==> src/rtl/dtmr_pkg.sv <==
// Package: shared types and lane indices for the dual compare timer.
// Assumes: two lanes of equal width; lane 0 is the low byte.
package dtmr_pkg;
    typedef enum logic {
        MODE_SPLIT   = 1'b0,
        MODE_CASCADE = 1'b1
    } tmr_mode_e;

    localparam int LANES   = 2;
    localparam int LANE_LO = 0;
    localparam int LANE_HI = 1;
endpackage

==> src/rtl/dtmr_mode_ctl.sv <==
// Mode register: samples the requested mode only while every lane is stopped.
// Assumes: run_any is high whenever any lane enable is high.
module dtmr_mode_ctl
    import dtmr_pkg::*;
(
    input  logic      clk,
    input  logic      rst_n,
    input  logic      mode_req,
    input  logic      run_any,
    output tmr_mode_e mode
);
    // Latch the requested mode while idle, otherwise hold it.
    always_ff @(posedge clk) begin
        if (!rst_n)
            mode <= MODE_SPLIT;
        else if (!run_any)
            mode <= mode_req ? MODE_CASCADE : MODE_SPLIT;
    end
endmodule

==> src/rtl/dtmr_cmp_regs.sv <==
// Compare registers: per-lane writes in split mode, a combined write in any mode.
// Assumes: the combined write outranks lane writes in the same cycle.
module dtmr_cmp_regs
    import dtmr_pkg::*;
#(
    parameter int W = 8
) (
    input  logic                    clk,
    input  logic                    rst_n,
    input  tmr_mode_e               mode,
    input  logic [LANES-1:0]        lane_we,
    input  logic [LANES-1:0][W-1:0] lane_wdata,
    input  logic                    wide_we,
    input  logic [LANES*W-1:0]      wide_wdata,
    output logic [LANES-1:0][W-1:0] cmp
);
    for (genvar i = 0; i < LANES; i++) begin : g_reg
        // Update one compare byte from the combined or the lane port.
        always_ff @(posedge clk) begin
            if (!rst_n)
                cmp[i] <= {W{1'b1}};
            else if (wide_we)
                cmp[i] <= wide_wdata[i*W +: W];
            else if (lane_we[i] && mode == MODE_SPLIT)
                cmp[i] <= lane_wdata[i];
        end
    end
endmodule

==> src/rtl/dtmr_lane.sv <==
// One counter lane: clear has priority over increment, wraps naturally.
// Assumes: inc and clr come from the top's sequencing logic.
module dtmr_lane #(
    parameter int W = 8
) (
    input  logic         clk,
    input  logic         rst_n,
    input  logic         inc,
    input  logic         clr,
    output logic [W-1:0] cnt,
    output logic         at_max
);
    // Hold, clear or advance the count.
    always_ff @(posedge clk) begin
        if (!rst_n || clr)
            cnt <= '0;
        else if (inc)
            cnt <= cnt + 1'b1;
    end

    assign at_max = (cnt == {W{1'b1}});
endmodule

==> src/rtl/dual_timer.sv <==
// Top: two compare lanes that run split or chained into one double-width timer.
// Assumes: every clk edge is a count clock; requests are one-cycle registered pulses.
module dual_timer
    import dtmr_pkg::*;
#(
    parameter int W = 8
) (
    input  logic           clk,
    input  logic           rst_n,
    input  logic           mode_sel,
    input  logic           en_lo,
    input  logic           en_hi,
    input  logic           cmp_lo_we,
    input  logic [W-1:0]   cmp_lo_data,
    input  logic           cmp_hi_we,
    input  logic [W-1:0]   cmp_hi_data,
    input  logic           cmp16_we,
    input  logic [2*W-1:0] cmp16_data,
    output logic           irq_lo,
    output logic           irq_hi,
    output logic [W-1:0]   cnt_lo,
    output logic [W-1:0]   cnt_hi,
    output logic           cascade
);
    tmr_mode_e               mode;
    logic [LANES-1:0][W-1:0] cmp_q;
    logic [LANES-1:0][W-1:0] cnt_q;
    logic [LANES-1:0]        lane_inc, lane_clr, lane_max, lane_hit;
    logic [LANES-1:0]        irq_d;
    logic                    full_hit;
    logic [W-1:0]            cmp_lo_q, cmp_hi_q;

    dtmr_mode_ctl u_mode (
        .clk      (clk),
        .rst_n    (rst_n),
        .mode_req (mode_sel),
        .run_any  (en_lo | en_hi),
        .mode     (mode)
    );

    dtmr_cmp_regs #(.W(W)) u_cmp (
        .clk        (clk),
        .rst_n      (rst_n),
        .mode       (mode),
        .lane_we    ({cmp_hi_we, cmp_lo_we}),
        .lane_wdata ({cmp_hi_data, cmp_lo_data}),
        .wide_we    (cmp16_we),
        .wide_wdata (cmp16_data),
        .cmp        (cmp_q)
    );

    for (genvar i = 0; i < LANES; i++) begin : g_lane
        dtmr_lane #(.W(W)) u_lane (
            .clk    (clk),
            .rst_n  (rst_n),
            .inc    (lane_inc[i]),
            .clr    (lane_clr[i]),
            .cnt    (cnt_q[i]),
            .at_max (lane_max[i])
        );
        assign lane_hit[i] = (cnt_q[i] == cmp_q[i]);
    end

    assign full_hit = &lane_hit;

    // Decide per-lane increment, clear and request for this count clock.
    always_comb begin
        if (mode == MODE_CASCADE) begin
            lane_clr[LANE_LO] = en_lo & full_hit;
            lane_clr[LANE_HI] = en_lo & full_hit;
            lane_inc[LANE_LO] = en_lo & ~full_hit;
            lane_inc[LANE_HI] = en_lo & ~full_hit & lane_max[LANE_LO];
            irq_d[LANE_LO]    = en_lo & full_hit;
            irq_d[LANE_HI]    = en_lo & lane_hit[LANE_HI];
        end else begin
            lane_clr[LANE_LO] = en_lo & lane_hit[LANE_LO];
            lane_clr[LANE_HI] = en_hi & lane_hit[LANE_HI];
            lane_inc[LANE_LO] = en_lo & ~lane_hit[LANE_LO];
            lane_inc[LANE_HI] = en_hi & ~lane_hit[LANE_HI];
            irq_d[LANE_LO]    = en_lo & lane_hit[LANE_LO];
            irq_d[LANE_HI]    = en_hi & lane_hit[LANE_HI];
        end
    end

    // Register the match requests as one-cycle pulses.
    always_ff @(posedge clk) begin
        if (!rst_n) begin
            irq_lo <= 1'b0;
            irq_hi <= 1'b0;
        end else begin
            irq_lo <= irq_d[LANE_LO];
            irq_hi <= irq_d[LANE_HI];
        end
    end

    assign cnt_lo   = cnt_q[LANE_LO];
    assign cnt_hi   = cnt_q[LANE_HI];
    assign cascade  = (mode == MODE_CASCADE);
    assign cmp_lo_q = cmp_q[LANE_LO];
    assign cmp_hi_q = cmp_q[LANE_HI];
endmodule

==> config.mk <==
export PLATFORM = sky130hd
export DESIGN_NAME = dual_timer
export DESIGN_NICKNAME = d
export VERILOG_FILES = /design/src/rtl/dtmr_pkg.sv /design/src/rtl/dtmr_mode_ctl.sv /design/src/rtl/dtmr_cmp_regs.sv /design/src/rtl/dtmr_lane.sv /design/src/rtl/dual_timer.sv
export SDC_FILE = /design/constraint.sdc
export NUM_CORES = 1
export LEC_CHECK = 0
export BUFFER_PORTS_ARGS = -buffer_cell sky130_fd_sc_hd__clkbuf_2
export CORE_ASPECT_RATIO = 0.7
export CORE_UTILIZATION = 55
export CTS_CLUSTER_DIAMETER = 100
export DETAILED_ROUTE_END_ITERATION = 12
export PLACE_DENSITY = 0.95
export SYNTH_ARGS = -nofsm -noshare
export SYNTH_HDL_FRONTEND = slang
export SYNTH_HIERARCHICAL = 1
export SYNTH_SLANG_ARGS = --single-unit
export TNS_END_PERCENT = 100
==> constraint.sdc <==
create_clock -name clk -period 2.9 [get_ports clk]
set_clock_uncertainty 0.2 [all_clocks]
set_input_delay 0.435 -clock clk [delete_from_list [all_inputs] [get_ports clk]]
set_output_delay 0.435 -clock clk [all_outputs]
set_load 0.1 [all_outputs]
==> run_results.csv <==
group,metric,value,unit
cts,cts_inserted_buffers,5,
cts,root_buffer,"clkbuf_8",
yosys,syn_area_per_cell,9.372,um2
power,power,1.132,mW
timing,tns,0,ns
routing,antenna_left,0,
outcome,status,"complete, no violations",
timing,max_freq,0.4107,GHz
routing,wl_per_cell,12.44,um
timing,fin_crit_sh,0.8395,
final_layout,layout.nets,307,
yosys,syn-cell-area,0.001968,mm2
worst_hold_path,min_from,"mode_sel",
cts,cts_tree,"done",
floorplan,die_area,0.003826,mm2
floorplan,rows,17,
timing,drv_slew,0,
final_layout,syn2layout_area_growth,19.33,%
global_route,antenna_found_initial,0,
flow_run,drv_cap,0,
cts,holdBufCountCts,0,
cts,post_cts.repair.setup_buffers,0,
routing,totalWireLength,3894,um
timing,setup_viol,0,
worst_setup_path,cp-start-kind,"flop",
final_layout,final_cell_area,0.002349,mm2
global_route,grt_usage,0.2241,
routing,drt_pre_antenna_iters,4,
final_layout,drive_gt1_frac,0.3421,
worst_setup_path,criticalPathCategory,"flop to flop",
worst_setup_path,end_kind,"flop",
yosys,synthCells,210,
worst_setup_path,arrival,2.45,ns
global_route,grt_max_degree,24,
yosys,synth_nets,252,
worst_setup_path,r2r-end,"g_lane[1].u_lane/cnt[6]",
cts,cts.sinks,35,
timing,slew_headroom,0.6066,
floorplan,dieWidth,73.50,um
final_layout,antenna_cells,0,
place,io_buffer_count,58,
global_route,grt-ovfl-total,0,
final_layout,mostFrequentLayoutCell,"clkbuf_2",
timing,min_period,2.435,ns
worst_setup_path,reg2regPathDepth,8,
yosys,yosysWarnings,6,
power,p_per_area,481.8,mW/mm2
floorplan,ios,59,
floorplan,start_util,0.6008,
worst_setup_path,crit_required,2.91,ns
worst_hold_path,holdPathStages,3,
cts,clockBufferDepth,2,
timing,rsz0062_at_grt,"no",
floorplan,die_h,52.05,um
cts,clkLatencyLatePin,0.29,ns
timing,final_hold_viol_count,0,
place,hpwl,2926,um
worst_setup_path,timing.rr.start,"g_lane[0].u_lane/cnt[0]",
final_layout,layout_common_cells,"58 x clkbuf_2, 35 x dfxtp_1, 22 x a21oi_1, 18 x xnor2_1, 16 x nor3b_1",
routing,vias,1684,
cts,cts_resized,0,
power,p_leak,0.9914,nW
routing,remaining_drc_errors,0,
worst_hold_path,hp-class,"primary input to flop",
power,peakVddDrop,0.2288,mV
worst_hold_path,hold_path_end,"u_mode/mode",
global_route,grt_pass1_vias,1374,
place,place_area,0.002248,mm2
routing,via_per_inst,5.380,
global_route,grt_pass1_wl,6348,um
floorplan,core_area,0.003276,mm2
timing,worst_pin_slew,0.5901,ns
cts,h-tree-depth,2,
routing,drtIter0Drc,153,
place,gp_routability_congestion,0.9078,
worst_setup_path,crit_fanout,7,
cts,cts.clk_slew.worst_paths,0.06,ns
worst_setup_path,ff2ff_setup_slack,0.47,ns
[metrics by stage]
step	hold WS, ns	util	instances	setup WS [ns]
after floorplan	0.3078	-	210	0.1168
after global placement	0.3178	0.6864	305	0.6534
after detailed placement	0.3233	0.6864	305	0.5230
after CTS	0.2053	0.7170	313	0.5114
after global routing	0.2258	0.7170	313	0.3262
final	0.2059	0.7170	313	0.4654
[power by group]
part / leakage [nW] / internal (mW) / switching, mW
clock: 0.0515 / 0.217 / 0.169
sequential: 0.287 / 0.505 / 0.0277
combinational: 0.653 / 0.0922 / 0.121
[metal layers]
metal,vias up,part of all wire,global-route usage
met3,8,0.060,0.04845
met1,741,0.50,0.3103
li1,869,-,-
met5,-,0,0
met4,0,0.020,0.1218
met2,66,0.42,0.3226
[worst max-delay path, cell delays in order (launching register included)]
cell and delay [ns]:
dfxtp_1 0.47, ha_1 0.25, nand3_1 0.09, nor2_1 0.09
nand3_1 0.08, o22ai_1 0.47, nand2_1 0.18, or3_1 0.36
a21oi_1 0.17
[cell type report]
type,count,area [um2]
flip-flops and latches,35,700.7
well taps,47,58.81
multi-input cells,162,1180
inverters,1,3.754
fillers,257,927.1
clock buffers,8,100.1
repair buffers,60,305.3
[state kept, by name, summed over array words and instances (netlist names)]
| name | flops |
|---|---|
| irq_lo | 1 |
| g_lane.u_lane/cnt | 16 |
| u_mode/mode | 1 |
| u_cmp/cmp | 16 |
| irq_hi | 1 |
[how the worst max path moves through the flow]
stage	from	end	cells after the start
global route	g_lane[0].u_lane/cnt[0]	g_lane[1].u_lane/cnt[6]	8
finish	g_lane[0].u_lane/cnt[0]	g_lane[1].u_lane/cnt[6]	8
global placement	g_lane[0].u_lane/cnt[0]	g_lane[1].u_lane/cnt[6]	8
detailed placement	g_lane[0].u_lane/cnt[1]	g_lane[1].u_lane/cnt[6]	8
CTS	g_lane[0].u_lane/cnt[0]	g_lane[1].u_lane/cnt[6]	8
floorplan	g_lane[0].u_lane/cnt[0]	g_lane[1].u_lane/cnt[7]	9
No activity file was read; power rests on OpenSTA's default activity.
